File: src/rtl/dlf_pkg.sv
package dlf_pkg;
   localparam int DEF_LANES   = 4;
   localparam int DEF_DEPTH   = 16;
   localparam int DEF_DW      = 8;
   localparam int DEF_STAT_W  = 8;
   localparam int DEF_PAR_BIT = 3;

   function automatic bit is_pow2(input int v);
      return (v > 0) && ((v & (v - 1)) == 0);
   endfunction
endpackage

File: src/rtl/dlf_dec.sv
module dlf_dec #(
   parameter int N = 4,
   parameter int W = 2
) (
   input  logic [W-1:0] idx,
   input  logic         en,
   output logic [N-1:0] oh
);
   for (genvar i = 0; i < N; i++) begin : g_bit
      assign oh[i] = en && (idx == W'(i));
   end
endmodule

File: src/rtl/dlf_lane.sv
module dlf_lane #(
   parameter int DW    = 8,
   parameter int DEPTH = 16,
   localparam int AW   = (DEPTH > 1) ? $clog2(DEPTH) : 1,
   localparam int CW   = $clog2(DEPTH + 1)
) (
   input  logic          clk,
   input  logic          rst_n,
   input  logic          clr,
   input  logic          wr,
   input  logic [DW:0]   wdat,
   input  logic          rd,
   output logic [DW:0]   head,
   output logic [CW-1:0] cnt,
   output logic          empty,
   output logic          full
);
   logic [DW:0]   mem [DEPTH];
   logic [AW-1:0] wp, rp, wp_nxt, rp_nxt;
   logic          do_wr, do_rd;

   assign empty = (cnt == '0);
   assign full  = (cnt == CW'(DEPTH));
   assign do_wr = wr && !full;
   assign do_rd = rd && !empty;
   assign head  = empty ? '0 : mem[rp];

   // pointer wrap: free binary roll-over when depth fills the pointer range
   if (DEPTH == (1 << AW)) begin : g_wrap_bin
      assign wp_nxt = wp + 1'b1;
      assign rp_nxt = rp + 1'b1;
   end else begin : g_wrap_cmp
      assign wp_nxt = (wp == AW'(DEPTH - 1)) ? '0 : wp + 1'b1;
      assign rp_nxt = (rp == AW'(DEPTH - 1)) ? '0 : rp + 1'b1;
   end

   always_ff @(posedge clk or negedge rst_n) begin
      if (!rst_n) begin
         wp  <= '0;
         rp  <= '0;
         cnt <= '0;
      end else if (clr) begin
         wp  <= '0;
         rp  <= '0;
         cnt <= '0;
      end else begin
         if (do_wr) wp <= wp_nxt;
         if (do_rd) rp <= rp_nxt;
         case ({do_wr, do_rd})
            2'b10:   cnt <= cnt + 1'b1;
            2'b01:   cnt <= cnt - 1'b1;
            default: cnt <= cnt;
         endcase
      end
   end

   always_ff @(posedge clk) begin
      if (do_wr && !clr) mem[wp] <= wdat;
   end
endmodule

File: src/rtl/dma_lane_fifo.sv
module dma_lane_fifo #(
   parameter int NUM_LANES = dlf_pkg::DEF_LANES,
   parameter int DEPTH     = dlf_pkg::DEF_DEPTH,
   parameter int DW        = dlf_pkg::DEF_DW,
   parameter int STAT_W    = dlf_pkg::DEF_STAT_W,
   parameter int PAR_BIT   = dlf_pkg::DEF_PAR_BIT,
   localparam int LANE_W   = $clog2(NUM_LANES),
   localparam int CW       = $clog2(DEPTH + 1)
) (
   input  logic                 clk,
   input  logic                 rst_n,
   input  logic                 soft_clr,
   input  logic                 push_en,
   input  logic                 pop_en,
   input  logic [LANE_W-2:0]    sel_lo,
   input  logic                 sel_hi,
   input  logic [DW-1:0]        push_data,
   input  logic [STAT_W-1:0]    par_ctl,
   output logic [DW-1:0]        pop_data,
   output logic [STAT_W-1:0]    pop_stat,
   output logic [NUM_LANES-1:0] lane_empty,
   output logic                 fifo_empty
);
   if (!dlf_pkg::is_pow2(NUM_LANES) || NUM_LANES < 4) begin : g_bad_lanes
      $error("NUM_LANES must be a power of two of at least 4");
   end
   if (DEPTH < 1) begin : g_bad_depth
      $error("DEPTH must be at least 1");
   end
   if (PAR_BIT >= STAT_W) begin : g_bad_par
      $error("PAR_BIT must lie inside the status byte");
   end

   logic [LANE_W-1:0]       lane_idx;
   logic [NUM_LANES-1:0]    push_oh, pop_oh, lane_full;
   logic [DW:0]             head [NUM_LANES];
   logic [NUM_LANES*CW-1:0] cnt_flat;
   logic [DW:0]             sel_head;
   logic [STAT_W-1:0]       stat_nxt;

   assign lane_idx = {sel_hi, sel_lo};

   dlf_dec #(.N(NUM_LANES), .W(LANE_W)) u_push_dec (
      .idx(lane_idx), .en(push_en), .oh(push_oh));
   dlf_dec #(.N(NUM_LANES), .W(LANE_W)) u_pop_dec (
      .idx(lane_idx), .en(pop_en), .oh(pop_oh));

   for (genvar i = 0; i < NUM_LANES; i++) begin : g_lane
      dlf_lane #(.DW(DW), .DEPTH(DEPTH)) u_lane (
         .clk   (clk),
         .rst_n (rst_n),
         .clr   (soft_clr),
         .wr    (push_oh[i]),
         .wdat  ({par_ctl[PAR_BIT], push_data}),
         .rd    (pop_oh[i]),
         .head  (head[i]),
         .cnt   (cnt_flat[i*CW +: CW]),
         .empty (lane_empty[i]),
         .full  (lane_full[i])
      );
   end

   assign sel_head   = head[lane_idx];
   assign fifo_empty = &lane_empty;

   always_comb begin
      stat_nxt          = '0;
      stat_nxt[PAR_BIT] = sel_head[DW];
   end

   always_ff @(posedge clk or negedge rst_n) begin
      if (!rst_n) begin
         pop_data <= '0;
         pop_stat <= '0;
      end else if (soft_clr) begin
         pop_data <= '0;
         pop_stat <= '0;
      end else if (pop_en) begin
         pop_data <= sel_head[DW-1:0];
         pop_stat <= stat_nxt;
      end
   end
endmodule

File: config.mk
export PLATFORM = sky130hd
export DESIGN_NAME = dma_lane_fifo
export DESIGN_NICKNAME = d
export VERILOG_FILES = /design/src/rtl/dlf_pkg.sv /design/src/rtl/dlf_dec.sv /design/src/rtl/dlf_lane.sv /design/src/rtl/dma_lane_fifo.sv
export SDC_FILE = /design/constraint.sdc
export NUM_CORES = 1
export LEC_CHECK = 0
export BUFFER_PORTS_ARGS = -buffer_cell sky130_fd_sc_hd__buf_2
export CORE_UTILIZATION = 33
export CTS_CLUSTER_SIZE = 28
export DETAILED_ROUTE_END_ITERATION = 7
export PLACE_DENSITY_LB_ADDON = 0.08
export SYNTH_ARGS = -nofsm -noshare
export SYNTH_HDL_FRONTEND = slang
export SYNTH_HIERARCHICAL = 1
export SYNTH_SLANG_ARGS = --single-unit
export TNS_END_PERCENT = 10
File: constraint.sdc
create_clock -name clk -period 2.8 [get_ports clk]
set_input_delay 0.14 -clock clk [delete_from_list [all_inputs] [get_ports clk]]
set_output_delay 0.14 -clock clk [all_outputs]
set_load 0.02 [all_outputs]
After elaboration in Yosys (flattened, before gate mapping)
Memories as Yosys holds them, arrays and structs flattened. Cells that the tools add are included.

Eq/ne operators: 15. Bitwise gates (word level): 1. Muxes and demuxes: 43. $add $sub $neg: 16. $lt $le $gt $ge: 1. Reduce and logical (&&, ||, !) cells: 48.

Operator list (count): 4-bit two-way mux (16); 9-bit two-way mux (6); 5-bit case mux with 2 select lines (4); 4-bit by 1-bit adder with 4-bit output (second input constant) (8); 8-bit two-way mux (4); 5-bit by 1-bit adder with 5-bit output (second input constant) (4); 5-bit == test (second input constant) (4); 1-bit logical AND (20); 5-bit zero test (4); 5-bit two-way mux (4); 5-bit by 1-bit subtractor with 5-bit output (second input constant) (4); 9-bit binary-select mux with 2-bit select (1); 2-bit nonzero test (9); 2-bit == test (second input constant) (6); 3-bit nonzero test (4); 2-bit by 1-bit == test with 1-bit output (second input constant) (5); 1-bit zero test (9); 1-bit two-way mux (8); 4-bit AND reduction (1); 3-bit greater-or-equal comparator (second input constant) (1); 2-bit NOT with 3-bit output (1); 2-bit zero test (1).

Input bits: 23. Word-level logic and storage cells: 142. Bits in writable memories: 576. Output and inout bits: 21. Bits in registers: 68. Memories: 4.

Memory list: g_lane[0].u_lane.mem (depth 16, bits a word 9, rd ports 1, clocked after memory_dff 0, wr ports 1, line dlf_lane.sv:18) `logic [DW:0] mem [DEPTH];`; g_lane[1].u_lane.mem (depth 16, bits a word 9, rd ports 1, clocked after memory_dff 0, wr ports 1, line dlf_lane.sv:18); g_lane[2].u_lane.mem (depth 16, bits a word 9, rd ports 1, clocked after memory_dff 0, wr ports 1, line dlf_lane.sv:18); g_lane[3].u_lane.mem (depth 16, bits a word 9, rd ports 1, clocked after memory_dff 0, wr ports 1, line dlf_lane.sv:18).

Depth between registers and ports, before layout
Gate-level depths: netlist of the first run.

Depth after elaboration: 7. Gate-level depth with buffers: 10. Depth with buffers taken out: 10.

Hierarchy
Netlist of the first run, hierarchy kept.

By module, submodules not included: dlf_lane (g_lane[1].u_lane ...) (seq. area each 4649.5 µm², times used 3, cells an instance 326, area an instance 6456.2 µm²); dlf_lane (g_lane[0].u_lane) (seq. area each 4649.5 µm², times used 1, cells an instance 335, area an instance 6406.1 µm²); dma_lane_fifo (seq. area each 225.2 µm², times used 1, cells an instance 61, area an instance 698.2 µm²); dlf_dec (seq. area each 0.0 µm², times used 2, cells an instance 4, area an instance 37.5 µm²).

Least setup slack after synthesis of the first run
Ideal clock, no wire load.

Path type: flip-flop to flip-flop. From: register g_lane[0].u_lane.cnt[1]. To: register g_lane[0].u_lane.cnt[4]. Library setup time: 0.078 ns. Stages on the path, launching flop included: 11. Required time: 2.722 ns. Clock period less this slack: 2.668 ns. Buffers on the path: 1. Slack: 0.132 ns. Arrival time: 2.591 ns. Cells stage by stage: dfrtp_1 buf_6 or4_4 o211a_1 xor2_1 ha_1 or3_1 a21oi_1 mux2i_1 or3_1 a21oi_1.

Longest elaborated chain between the ends: 6. Elaborated cells on any way between the ends: 13. Classes of those cells: 2 x add/sub; 3 x eq/ne; 2 x mux; 6 x reduce/logical.

RTL lines: start, declared (line dlf_lane.sv:14) `output logic [CW-1:0] cnt,`; start signal, assigned (line dlf_lane.sv:50) `2'b10: cnt <= cnt + 1'b1;`; start signal, assigned (line dlf_lane.sv:51) `2'b01: cnt <= cnt - 1'b1;`; start signal, assigned (line dlf_lane.sv:52) `default: cnt <= cnt;`; 5-bit == test or 5-bit zero test (tied branches) (line dlf_lane.sv:23, dlf_lane.sv:22); 1-bit zero test, on equally long branches (line dlf_lane.sv:24, dlf_lane.sv:25); 1-bit logical AND, on equally long branches (line dlf_lane.sv:24, dlf_lane.sv:25); 2-bit by 1-bit == test with 1-bit output or 2-bit == test (tied branches) (line dlf_lane.sv:49) `case ({do_wr, do_rd})`; 5-bit case mux with 2 select lines (line dlf_lane.sv:49); 5-bit two-way mux (line dlf_lane.sv:42) `end else if (clr) begin`.

Parallel ways exist; a longest one is shown, timed or not. A chain may end at the register's enable or synchronous reset.

==> run_results.csv, run 1 <==
group,metric,value,unit
job,max_cap_viol_count,0,
critical_path,cp-startpoint,"g_lane[2].u_lane/rp[0]",
timing,hold_slack,0.01036,ns
critical_path,cp-end-kind,"flop",
global_route,antenna_found_initial,1,
critical_path,start_kind,"flop",
drt,drtIter0Drc,759,
status,status,"complete, no violations",
clock_network,cts_sinks,637,
critical_path,arrival,3.15,ns
timing,setup_viol,0,
die,fp.dieH,285.5,µm
cells_and_area,syn2layout_area_growth,16.73,%
place,io_buffers,29,
clock_network,clk_pin_slew,0.06,ns
critical_path,cp_num_buf_inv,1,
die,core_area,79260,µm²
drt,antenna_left,0,
clock_network,cts-root-buf,"clkbuf_16",
timing,period_share,96.05,%
timing,grt_setup_unrepaired,"yes",
die,io_pins,44,
clock_network,cts-buffers-inserted,74,
die,start_util,33.47,%
place,gp_congestion,0.7643,
critical_path,path_class,"flop to flop",
die,die_w,285.5,µm
critical_path,r2r_slack,0.11,ns
critical_path,path_cells,"buf_4, mux4_1, mux4_2, and2_1, mux2i_1, o221ai_1",
critical_path,cp_max_fo,8,
place,place_ws,0.05389,ns
logic_synthesis,synth_cells,1378,
clock_network,htree_levels,3,
critical_path,crit_end,"pop_data[4]",
global_route,grt_remaining_overflow,0,
die,dieArea,81530,µm²
clock_network,clk_latency,0.61,ns
place,hpwl,39690,µm
drt,drcViolationCount,0,
timing,finClkSkew,0.01627,ns
die,fp-row-count,103,
timing,finalHoldViolations,0,
timing,period_needed,2.689,ns
drt,totalWireLength,63790,µm
critical_path,critPathTopFamily,"multiplexers",
timing,maxClockFrequency,371.8,MHz
critical_path,max_stage_delay,0.63,ns
cells_and_area,final_common_cell,"edfxtp_1",
clock_network,cts_tree,"built",
timing,worstMarginPinSlew,1.258,ns
logic_synthesis,synth_area,26530,µm²
cells_and_area,finish.net_count,1574,
global_route,grt_usage,15.87,%
hold_path,min_path_type,"primary input to flop",
drt,viasPerCell,4.971,
drt,firstDrtPassIters,5,
drt,vias,13090,
cells_and_area,layout_common_cells,"576 x edfxtp_1, 147 x mux4_2, 123 x nor2_1",
power_and_ir_drop,p_leak,0.01010,µW
logic_synthesis,yosysWarningCount,6,
critical_path,reg2reg_to,"pop_data[4]",
global_route,grt_pass1_wl,94010,µm
critical_path,slowest_stage,"mux4_1",
global_route,grt_pass1_vias,13690,
timing,setup_ws,0.1105,ns
critical_path,required,3.26,ns
drt,avgRoutedWirePerCell,24.23,µm
critical_path,crit_cells,6,
critical_path,ff2ff_path_depth,6,
power_and_ir_drop,vdd_drop_max,0.4694,mV
power_and_ir_drop,power.density,682.0,nW/µm²
global_route,grt_max_degree,65,
cells_and_area,drive_above_1_share,26.94,%
critical_path,r2r_start,"g_lane[2].u_lane/rp[0]",
clock_network,clk_path_buf_depth,3,
timing,relSlewSlack,16.10,%
timing,slew_violations,0,
logic_synthesis,syn_area_per_cell,19.25,µm²
## through the flow
step	util [%]	cell area, µm²	total power [µW]	TNS, ns	std cells
2_1_floorplan	-	26550	11180	0	1384
3_3_place_gp	35.94	28480	11620	0	2494
3_5_place_dp	35.94	28480	11640	0	2494
4_1_cts	39.06	30960	21440	0	2631
5_1_grt	39.07	30960	21840	-0.002555	2631
6_report	39.07	30970	21120	0	2633
## timing repair
action / in CTS / in global routing
hold endpoints to repair: 75 / 0
resized for setup: 0 / 2
setup endpoints to repair: 0 / 3
hold buffers: 3 / 0
buffers inserted: 0 / 0
## state kept, by name, summed over array words and instances (netlist names)
name               cells
g_lane.u_lane/rp      16
pop_data               8
g_lane.u_lane/wp      16
pop_stat               1
g_lane.u_lane/cnt     20
g_lane.u_lane/mem    576
## worst reg2reg max path: stages (launching register included)
cell and delay, ns:
dfrtp_2 0.51, buf_4 0.25, mux4_1 0.63, mux4_2 0.49, and2_1 0.19, mux2i_1 0.31
o221ai_1 0.18
## area by class of cell
| type | count | area, µm² |
|---|---|---|
| Fill cell | 7200 | 48290 |
| Sequential cell | 637 | 18830 |
| Multi-Input combinational cell | 653 | 7186 |
| Clock buffer | 92 | 2026 |
| Tap cell | 1050 | 1314 |
| Timing Repair Buffer | 138 | 1124 |
| Clock inverter | 42 | 416.7 |
| Inverter | 19 | 71.32 |
| Antenna cell | 2 | 5.005 |
## metal layers
layer	GRT usage [%]	vias to the layer above	share of wire (%)
met2	25.33	206	47
met4	3.717	0	1.7
li1	-	5861	-
met5	0	-	0
met1	22.63	6948	48
met3	2.735	74	3.4
## worst min path at each step
stage                             from                          end  slack (ns)  cells after the start
final                     push_data[3]  g_lane[0].u_lane/mem[12][3]        0.01                      2
after floorplan                  rst_n      g_lane[0].u_lane/cnt[0]       -0.16                      0
after global routing      push_data[3]  g_lane[0].u_lane/mem[15][3]       0.005                      2
after global placement           rst_n      g_lane[2].u_lane/cnt[3]        0.35                      1
after CTS                 push_data[0]   g_lane[1].u_lane/mem[3][0]       0.007                      1
after detailed placement         rst_n      g_lane[2].u_lane/cnt[3]        0.33                      1
## power by group
part | leakage, µW | internal (µW) | switching [µW] | total, µW
registers | 0.00602 | 10400 | 41.0 | 10500
clock network | 0.00120 | 5940 | 3760 | 9700
logic | 0.00288 | 348 | 618 | 967
total | 0.0101 | 16700 | 4420 | 21100
(Power assumes the default switching activity.)
==> run 2, diff against run 1 <==
- REMOVE_ABC_BUFFERS: unset -> 1
==> run_results.csv, run 2 (synthesis results as in run 1) <==
group,metric,value,unit
global_route,grt_max_degree,65,
place,io_buffers,29,
power_and_ir_drop,vdd_drop_max,0.3609,mV
critical_path,cp_num_buf_inv,0,
power_and_ir_drop,p_leak,0.01019,µW
die,start_util,33.47,%
drt,antenna_left,0,
drt,viasPerCell,5.001,
clock_network,clk_path_buf_depth,3,
die,core_area,79260,µm²
clock_network,cts_tree,"built",
timing,maxClockFrequency,371.0,MHz
critical_path,reg2reg_to,"g_lane[0].u_lane/cnt[4]",
critical_path,crit_cells,9,
drt,drtIter0Drc,1000,
die,io_pins,44,
die,die_w,285.5,µm
critical_path,arrival,3.24,ns
critical_path,crit_end,"g_lane[0].u_lane/cnt[4]",
timing,hold_slack,0.02428,ns
cells_and_area,syn2layout_area_growth,17.11,%
hold_path,holdPathStages,1,
hold_path,min_path_type,"primary input to flop",
timing,fin_setup_tns,0,ns
timing,finClkSkew,0.02295,ns
global_route,grt_pass1_vias,13770,
critical_path,required,3.34,ns
critical_path,r2r_start,"g_lane[0].u_lane/cnt[3]",
hold_path,worstHoldStart,"par_ctl[3]",
critical_path,start_kind,"flop",
timing,period_needed,2.696,ns
cells_and_area,drive_above_1_share,28.35,%
critical_path,crit_top_cell,"or3_1",
timing,finalHoldViolations,0,
critical_path,path_cells,"or4_4, o211a_4, xor2_1, ha_1, or3_1, a21oi_1, mux2i_1, or3_1, a21oi_2",
drt,totalWireLength,64840,µm
global_route,grt_pass1_wl,95140,µm
global_route,antenna_found_initial,4,
timing,relSlewSlack,29.67,%
global_route,grt_usage,16.14,%
critical_path,cp-startpoint,"g_lane[0].u_lane/cnt[3]",
power_and_ir_drop,power.density,672.2,nW/µm²
cells_and_area,finish.net_count,1590,
job,max_cap_viol_count,0,
timing,worstMarginPinSlew,1.055,ns
die,dieArea,81530,µm²
cells_and_area,final_common_cell,"edfxtp_1",
cells_and_area,fillers,7214,
critical_path,slowest_stage,"or4_4",
timing,period_share,96.27,%
place,gp_congestion,0.7540,
timing,grt_setup_unrepaired,"no",
critical_path,ff2ff_path_depth,9,
drt,firstDrtPassIters,5,
critical_path,r2r_slack,0.10,ns
drt,avgRoutedWirePerCell,24.48,µm
status,status,"complete, no violations",
timing,slew_violations,0,
cells_and_area,top_register,"g_lane.u_lane/mem",
drt,drcViolationCount,0,
clock_network,cts-buffers-inserted,72,
die,fp.dieH,285.5,µm
clock_network,clk_pin_slew,0.06,ns
critical_path,cp-end-kind,"flop",
cells_and_area,largest_reg_flops,576,
critical_path,critPathTopFamily,"simple AND/OR/NAND/NOR gates",
die,fp-row-count,103,
cells_and_area,layout_common_cells,"576 x edfxtp_1, 147 x mux4_2, 123 x nor2_1",
clock_network,htree_levels,3,
clock_network,cts_sinks,637,
critical_path,cp_max_fo,4,
timing,setup_viol,0,
clock_network,cts-root-buf,"clkbuf_16",
drt,vias,13250,
critical_path,path_class,"flop to flop",
place,hpwl,40420,µm
clock_network,clk_latency,0.62,ns
critical_path,max_stage_delay,0.58,ns
global_route,grt_remaining_overflow,0,
cells_and_area,top_regs,"g_lane.u_lane/mem x576, g_lane.u_lane/cnt x20",
run 2: how the worst min path moves through the flow:
stage,slack [ns],to
6_report,0.02,g_lane[1].u_lane/mem[11][8]
5_1_grt,0.02,g_lane[1].u_lane/mem[10][8]
4_1_cts,0.006,g_lane[1].u_lane/mem[11][8]
3_5_place_dp,0.33,g_lane[0].u_lane/rp[1]
3_3_place_gp,0.33,g_lane[0].u_lane/cnt[4]
2_1_floorplan,-0.16,g_lane[0].u_lane/cnt[0]
run 2: area by class of cell:
cell class              instances  area, µm²  area share (%)
inverters                      19      71.32          0.2296
diodes                          1      2.502        0.008054
well taps                    1050       1314           4.229
multi-input cells             653       7197           23.16
flip-flops and latches        637      18830           60.60
clock inverters                42      419.2           1.349
clock buffers                  91       1956           6.295
repair buffers                156       1281           4.124
run 2: layer usage:
metal  global-route usage [%]  vias to the layer above  share of wire [%]
met5                        0                        -                  0
met3                    2.600                       78                3.8
li1                         -                     5894                  -
met4                    4.519                        0                1.9
met2                    25.56                      259                 47
met1                    23.02                     7017                 47
run 2: through the flow:
stage                     area, µm²  util (%)  power (µW)  cells  setup slack (ns)
final                         31070     39.20       20880   2649            0.1043
after global routing          31070     39.20       21590   2648          0.004426
after CTS                     31040     39.16       21190   2647           0.07127
after detailed placement      28650     36.14       11650   2512           0.08979
after global placement        28650     36.14       11640   2512           0.03656
after floorplan               26070         -       11110   1309           -0.3787
run 2: repair_timing:
action                                 4_1_cts  5_1_grt
setup endpoints to repair                    0        1
setup buffers                                0        1
hold buffers                                 2        0
gates resized for setup                      0        3
endpoints found under the hold margin       71        0
run 2: where the power goes:
| part | total [µW] | internal, µW | switching [µW] |
|---|---|---|---|
| clock network | 9440 | 5620 | 3820 |
| registers | 10400 | 10400 | 37.9 |
| logic | 995 | 357 | 638 |
| total | 20900 | 16400 | 4490 |
run 2: worst register-to-register path: stages (launching register included):
cell	delay (ns)
dfrtp_1	0.37
or4_4	0.58
o211a_4	0.27
xor2_1	0.14
ha_1	0.21
or3_1	0.32
a21oi_1	0.16
mux2i_1	0.10
or3_1	0.33
a21oi_2	0.14
